$ cat src/rtl/svs_pkg.sv
package svs_pkg;

  localparam int unsigned DEF_STATES = 8;
  localparam int unsigned DEF_STAGES = 24;

  // How the write target is picked among the stage registers.
  typedef enum logic {
    SEL_BINARY = 1'b0,
    SEL_RING   = 1'b1
  } sel_style_e;

  function automatic int unsigned idx_width(input int unsigned n_stages);
    return $clog2(n_stages + 1);
  endfunction

endpackage

$ cat src/rtl/svs_frame_seq.sv
module svs_frame_seq #(
  parameter int unsigned NSTAGES = svs_pkg::DEF_STAGES,
  parameter int unsigned CNTW    = svs_pkg::idx_width(NSTAGES)
) (
  input  logic            clk,
  input  logic            rst,
  input  logic            frame_start_i,
  input  logic            sym_valid_i,
  output logic            accept_o,
  output logic [CNTW-1:0] stage_idx_o,
  output logic            done_o
);

  localparam logic [CNTW-1:0] LAST_IDX = CNTW'(NSTAGES - 1);
  localparam logic [CNTW-1:0] FULL_IDX = CNTW'(NSTAGES);

  logic [CNTW-1:0] idx_q;
  logic            done_q;
  logic            full;

  assign full     = (idx_q == FULL_IDX);
  // Frame start wins over a coincident strobe; a full frame admits nothing.
  assign accept_o = sym_valid_i & ~frame_start_i & ~full;

  always_ff @(posedge clk) begin
    if (rst) begin
      idx_q  <= '0;
      done_q <= 1'b0;
    end else begin
      done_q <= 1'b0;
      if (frame_start_i) begin
        idx_q <= '0;
      end else if (accept_o) begin
        idx_q <= idx_q + 1'b1;
        if (idx_q == LAST_IDX) done_q <= 1'b1;
      end
    end
  end

  assign stage_idx_o = idx_q;
  assign done_o      = done_q;

  // one step per accepted strobe
  a_r3_index_step: assert property (@(posedge clk) disable iff (rst)
    accept_o |=> (stage_idx_o == $past(stage_idx_o) + 1'b1));

  // frame start returns the index to zero
  a_r6_restart_zero: assert property (@(posedge clk) disable iff (rst)
    frame_start_i |=> (stage_idx_o == '0));

  // completion is a single-cycle pulse seen with a full index
  a_r8_done_single: assert property (@(posedge clk) disable iff (rst)
    done_o |=> !done_o);
  a_r8_done_when_full: assert property (@(posedge clk) disable iff (rst)
    done_o |-> (stage_idx_o == FULL_IDX));

  // the index never runs past the frame length
  a_r9_no_overrun: assert property (@(posedge clk) disable iff (rst)
    stage_idx_o <= FULL_IDX);

endmodule

$ cat src/rtl/svs_stage_sel.sv
module svs_stage_sel #(
  parameter int unsigned          NSTAGES   = svs_pkg::DEF_STAGES,
  parameter int unsigned          CNTW      = svs_pkg::idx_width(NSTAGES),
  parameter svs_pkg::sel_style_e  SEL_STYLE = svs_pkg::SEL_BINARY
) (
  input  logic               clk,
  input  logic               rst,
  input  logic               frame_start_i,
  input  logic               accept_i,
  input  logic [CNTW-1:0]    stage_idx_i,
  output logic [NSTAGES-1:0] wr_en_o
);

  generate
    if (SEL_STYLE == svs_pkg::SEL_BINARY) begin : g_binary
      for (genvar k = 0; k < NSTAGES; k++) begin : g_dec
        assign wr_en_o[k] = accept_i & (stage_idx_i == CNTW'(k));
      end
    end else begin : g_ring
      logic [NSTAGES-1:0] ring_q;
      always_ff @(posedge clk) begin
        if (rst || frame_start_i) begin
          ring_q <= NSTAGES'(1);
        end else if (accept_i) begin
          ring_q <= {ring_q[NSTAGES-2:0], 1'b0};
        end
      end
      assign wr_en_o = ring_q & {NSTAGES{accept_i}};
    end
  endgenerate

  // never more than one stage register enabled
  a_r4_single_enable: assert property (@(posedge clk) disable iff (rst)
    $onehot0(wr_en_o));

  // the enabled register is the one the sequencer's index names
  a_r2_target_matches_index: assert property (@(posedge clk) disable iff (rst)
    accept_i |-> (wr_en_o[stage_idx_i] && $countones(wr_en_o) == 1));

  // a frame-start cycle enables nothing
  a_r7_no_write_on_start: assert property (@(posedge clk) disable iff (rst)
    frame_start_i |-> (wr_en_o == '0));

endmodule

$ cat src/rtl/svs_stage_reg.sv
module svs_stage_reg #(
  parameter int unsigned W = svs_pkg::DEF_STATES
) (
  input  logic         clk,
  input  logic         rst,
  input  logic         en_i,
  input  logic [W-1:0] d_i,
  output logic [W-1:0] q_o
);

  logic [W-1:0] q;

  // The enable models the gated clock of this single stage register.
  always_ff @(posedge clk) begin
    if (rst)       q <= '0;
    else if (en_i) q <= d_i;
  end

  assign q_o = q;

  // without its enable the register holds
  a_r5_hold_unless_enabled: assert property (@(posedge clk) disable iff (rst)
    !en_i |=> $stable(q_o));

endmodule

$ cat src/rtl/svs_survivor_bank.sv
module svs_survivor_bank #(
  parameter int unsigned         NSTATES   = svs_pkg::DEF_STATES,
  parameter int unsigned         NSTAGES   = svs_pkg::DEF_STAGES,
  parameter svs_pkg::sel_style_e SEL_STYLE = svs_pkg::SEL_BINARY,
  localparam int unsigned        CNTW      = svs_pkg::idx_width(NSTAGES),
  localparam int unsigned        BANKW     = NSTATES * NSTAGES
) (
  input  logic               clk,
  input  logic               rst,
  input  logic               frame_start_i,
  input  logic               sym_valid_i,
  input  logic [NSTATES-1:0] dec_vec_i,
  output logic [BANKW-1:0]   bank_o,
  output logic [CNTW-1:0]    stage_idx_o,
  output logic               frame_done_o
);

  logic               accept;
  logic [NSTAGES-1:0] wr_en;

  svs_frame_seq #(
    .NSTAGES (NSTAGES),
    .CNTW    (CNTW)
  ) u_seq (
    .clk           (clk),
    .rst           (rst),
    .frame_start_i (frame_start_i),
    .sym_valid_i   (sym_valid_i),
    .accept_o      (accept),
    .stage_idx_o   (stage_idx_o),
    .done_o        (frame_done_o)
  );

  svs_stage_sel #(
    .NSTAGES   (NSTAGES),
    .CNTW      (CNTW),
    .SEL_STYLE (SEL_STYLE)
  ) u_sel (
    .clk           (clk),
    .rst           (rst),
    .frame_start_i (frame_start_i),
    .accept_i      (accept),
    .stage_idx_i   (stage_idx_o),
    .wr_en_o       (wr_en)
  );

  generate
    for (genvar k = 0; k < NSTAGES; k++) begin : g_stage
      svs_stage_reg #(
        .W (NSTATES)
      ) u_reg (
        .clk  (clk),
        .rst  (rst),
        .en_i (wr_en[k]),
        .d_i  (dec_vec_i),
        .q_o  (bank_o[k*NSTATES +: NSTATES])
      );

      // an enabled stage captures the decision vector of that cycle
      a_r2_capture: assert property (@(posedge clk) disable iff (rst)
        wr_en[k] |=> (bank_o[k*NSTATES +: NSTATES] == $past(dec_vec_i)));
    end
  endgenerate

  // a full frame freezes the whole bank until restarted
  a_r9_frozen_when_full: assert property (@(posedge clk) disable iff (rst)
    (stage_idx_o == CNTW'(NSTAGES) && !frame_start_i) |=> $stable(bank_o));

endmodule

$ cat config.mk
export PLATFORM = sky130hd
export DESIGN_NAME = svs_survivor_bank
export DESIGN_NICKNAME = d
export VERILOG_FILES = /design/src/rtl/svs_pkg.sv /design/src/rtl/svs_frame_seq.sv /design/src/rtl/svs_stage_sel.sv /design/src/rtl/svs_stage_reg.sv /design/src/rtl/svs_survivor_bank.sv
export SDC_FILE = /design/constraint.sdc
export NUM_CORES = 1
export LEC_CHECK = 0
export CORE_MARGIN = 2
export CORE_UTILIZATION = 44
export CTS_CLUSTER_DIAMETER = 120
export DETAILED_ROUTE_END_ITERATION = 8
export PLACE_DENSITY = 0.76
export SYNTH_ARGS = -nofsm -noshare
export SYNTH_HDL_FRONTEND = slang
export SYNTH_SLANG_ARGS = --single-unit
$ cat constraint.sdc
create_clock -name clk -period 1.6 [get_ports clk]
set_input_delay 0.24 -clock clk [delete_from_list [all_inputs] [get_ports clk]]
set_output_delay 0.24 -clock clk [all_outputs]
set_load 0.05 [all_outputs]
==> impl_metrics.toml <==
[status]
status = "complete, no violations"

[sta]
fin_tns_setup_ps = 0
slew_violations = 0
timing.final.crit_share_pct = 93.5
period_needed_ps = 1500
max_clock_freq_ghz = 0.669
tightest_slew_ps = 288
setup_slack_ps = 105
skew_ps = 8.91
rsz0062_at_grt = "no"
hold_violations = 0
setup_violations = 0
whs_ps = 206
slew_headroom_pct = 80.7

[yosys]
yosys-top-cells-area = "dfxtp_1 (50%), mux2i_1 (25%), nand2b_1 (16%)"
synth.mux.area_fraction_pct = 24.6
synth_edf_count = 0
syn_nets = 720
synth-compound-area-share_pct = 0.206
yosys.area.top_type = "dfxtp_1"
synth_top_family_by_area = "multiplexers"
yosysWarnings = 0
ys_seq_area_share_pct = 50.2
netlist_instances = 703
synth_fa_ha_area_share_pct = 0.792
ys_seq_elements = 198
synth-async-reset-ratio_pct = 0
synthSimpleGateAreaFrac_pct = 21.0
synth_top_area_share_pct = 50.2
synthXorXnorAreaFrac_pct = 0.111
avgSynthCellArea_um2 = 11.2
netlist_area_um2 = 7900
synth_flop_cell = "dfxtp_1"
synth_cell_type_count = 32

[placement]
place.port_buffers = 209
placed_cells = 1126
gp_congestion = 0.752
hpwl_um = 13300
pre_cts_ws_ps = -226

[pwr]
powerDensity_nw_per_um2 = 930
peakVddDrop_mv = 0.710
p_leak_nw = 5.62

[routing]
viasPerCell = 4.87
dr.max_layer_used = "met4"
drtIter0Drc = 251
drc = 0
vias = 5640
wire_per_inst_um = 17.4
dr_wl_met3_um = 1460
firstDrtPassIters = 4
dr_wl_met2_um = 9660
wl_um = 20200
wl_met1_um = 8920
antenna_left = 0

[final_layout]
postLayoutCoreUtil_pct = 60.1
fin_cells = 1157
mostFrequentLayoutCell = "buf_4"
num-fill-cells = 1507
multi_input_area_um2 = 3740
final_cell_mix = "buf_4 (216), nand2b_1 (200), mux2i_1 (194)"
diodes = 0
drive_gt1_share_pct = 32.0
area.growth.synth_to_final_pct = 35.3
seqCellArea_um2 = 3980
nets = 933

[worst_setup_path]
crit_family = "simple AND/OR/NAND/NOR gates"
path_depth = 6
required_ps = 1910
cp_slowest_cell = "dfxtp_4"
timing.critical_path.buf_inv = 2
rr_worst_depth = 6
critPathKind = "register to register"
start_kind = "register"
slowest_delay_ps = 360
critPathMaxFanout = 8
cp_cell_sequence = "inv_1 > ha_1 > and4bb_4 > buf_4 > nand3_4 > mux2i_1"
cp.arrival_ps = 1800
endpoint_kind = "register"

[grt]
antenna_found_initial = 0
grt_usage_pct = 21.0
grt_pass1_wl_um = 31900
grt_max_degree = 77
overflow = 0
grt_pass1_vias = 5638

[floorplan]
die_h_um = 138
core_area_um2 = 17800
dieArea_um2 = 19000
start_util_pct = 44.4
ioPinCount = 210
num_rows = 49
fp.dieW_um = 138

[clock_tree]
h-tree-depth = 4
numClockSinks = 198
clk_latency_ps = 420
holdBufCountCts = 0
cts_tree = "built"
clk_path_buf_depth = 2
cts_made_buffers = 17
clk_pin_slew_ps = 70
root_buffer = "clkbuf_16"

[flow_run]
maxCapViolations = 0

[worst_hold_path]
hold_depth = 2
hold_path_class = "primary input to register"
==> what timing repair did <==
action                     4_1_cts  5_1_grt
pin swaps                        1        2
setup endpoints to repair       30       68
setup buffers                    0        0
resized for setup                2       10
==> synth_stat cells (3+ instances only) <==
cell	count
nand2b_1	200
dfxtp_1	198
mux2i_1	194
clkbuf_1	36
nand2_2	15
buf_2	6
nand2_1	6
ha_1	5
buf_4	4
nand3_4	4
buf_6	3
inv_1	3
nor2b_1	3
==> path summary, 6_finish.rpt <==
| kind | startpoint | to | slack (ps) |
|---|---|---|---|
| max reg2reg | u_seq.stage_idx_o[1]$_SDFFE_PP0P_ | g_stage[21].u_reg.q_o[6]$_SDFFE_PP0P_ | 100 |
| max | u_seq.stage_idx_o[1]$_SDFFE_PP0P_ | g_stage[21].u_reg.q_o[6]$_SDFFE_PP0P_ | 100 |
| min reg2reg | g_stage[9].u_reg.q_o[2]$_SDFFE_PP0P_ | g_stage[9].u_reg.q_o[2]$_SDFFE_PP0P_ | 480 |
| min | rst | u_seq.stage_idx_o[3]$_SDFFE_PP0P_ | 210 |
==> layer usage <==
layer  vias to the layer above  GRT usage, %
li1                       2759             -
met1                      2726          26.8
met2                       143          34.7
met3                        12          7.34
met4                         0          4.35
met5                         -             0
==> report_power, final <==
part           total, mW  internal (mW)  switching (mW)
sequential          4.96           4.94          0.0142
combinational      0.539          0.234           0.305
clock               4.46           2.62            1.84
total               9.95           7.79            2.16
==> sequential cells by signal (all words and copies together) (netlist names) <==
name / cells
g_stage.u_reg.q_o: 192
u_seq.done_o: 1
u_seq.stage_idx_o: 5
==> logic make-up after synthesis <==
logic type / Yosys count
DFF: 198
muxes: 194
and+or+nand+nor: 249
xor gates and xnor gates: 1
AOI/OAI and AO/OA: 3
buffers and inverters: 53
adders and majority gates: 5
==> area by class of cell <==
class	count	share of cell area [%]
Sequential cell	198	37.2
Multi-Input combinational cell	452	35.0
Timing Repair Buffer	244	19.4
Clock buffer	19	4.05
Tap cell	229	2.68
Clock inverter	12	1.63
Inverter	3	0.105
==> stage by stage <==
stage | area [um2] | power (mW)
after floorplan | 7910 | 5.38
after CTS | 10700 | 10.0
after global routing | 10700 | 10.3
after global placement | 10000 | 5.60
final | 10700 | 9.95
after detailed placement | 10000 | 5.60
No activity file was read; power rests on OpenSTA's default activity.
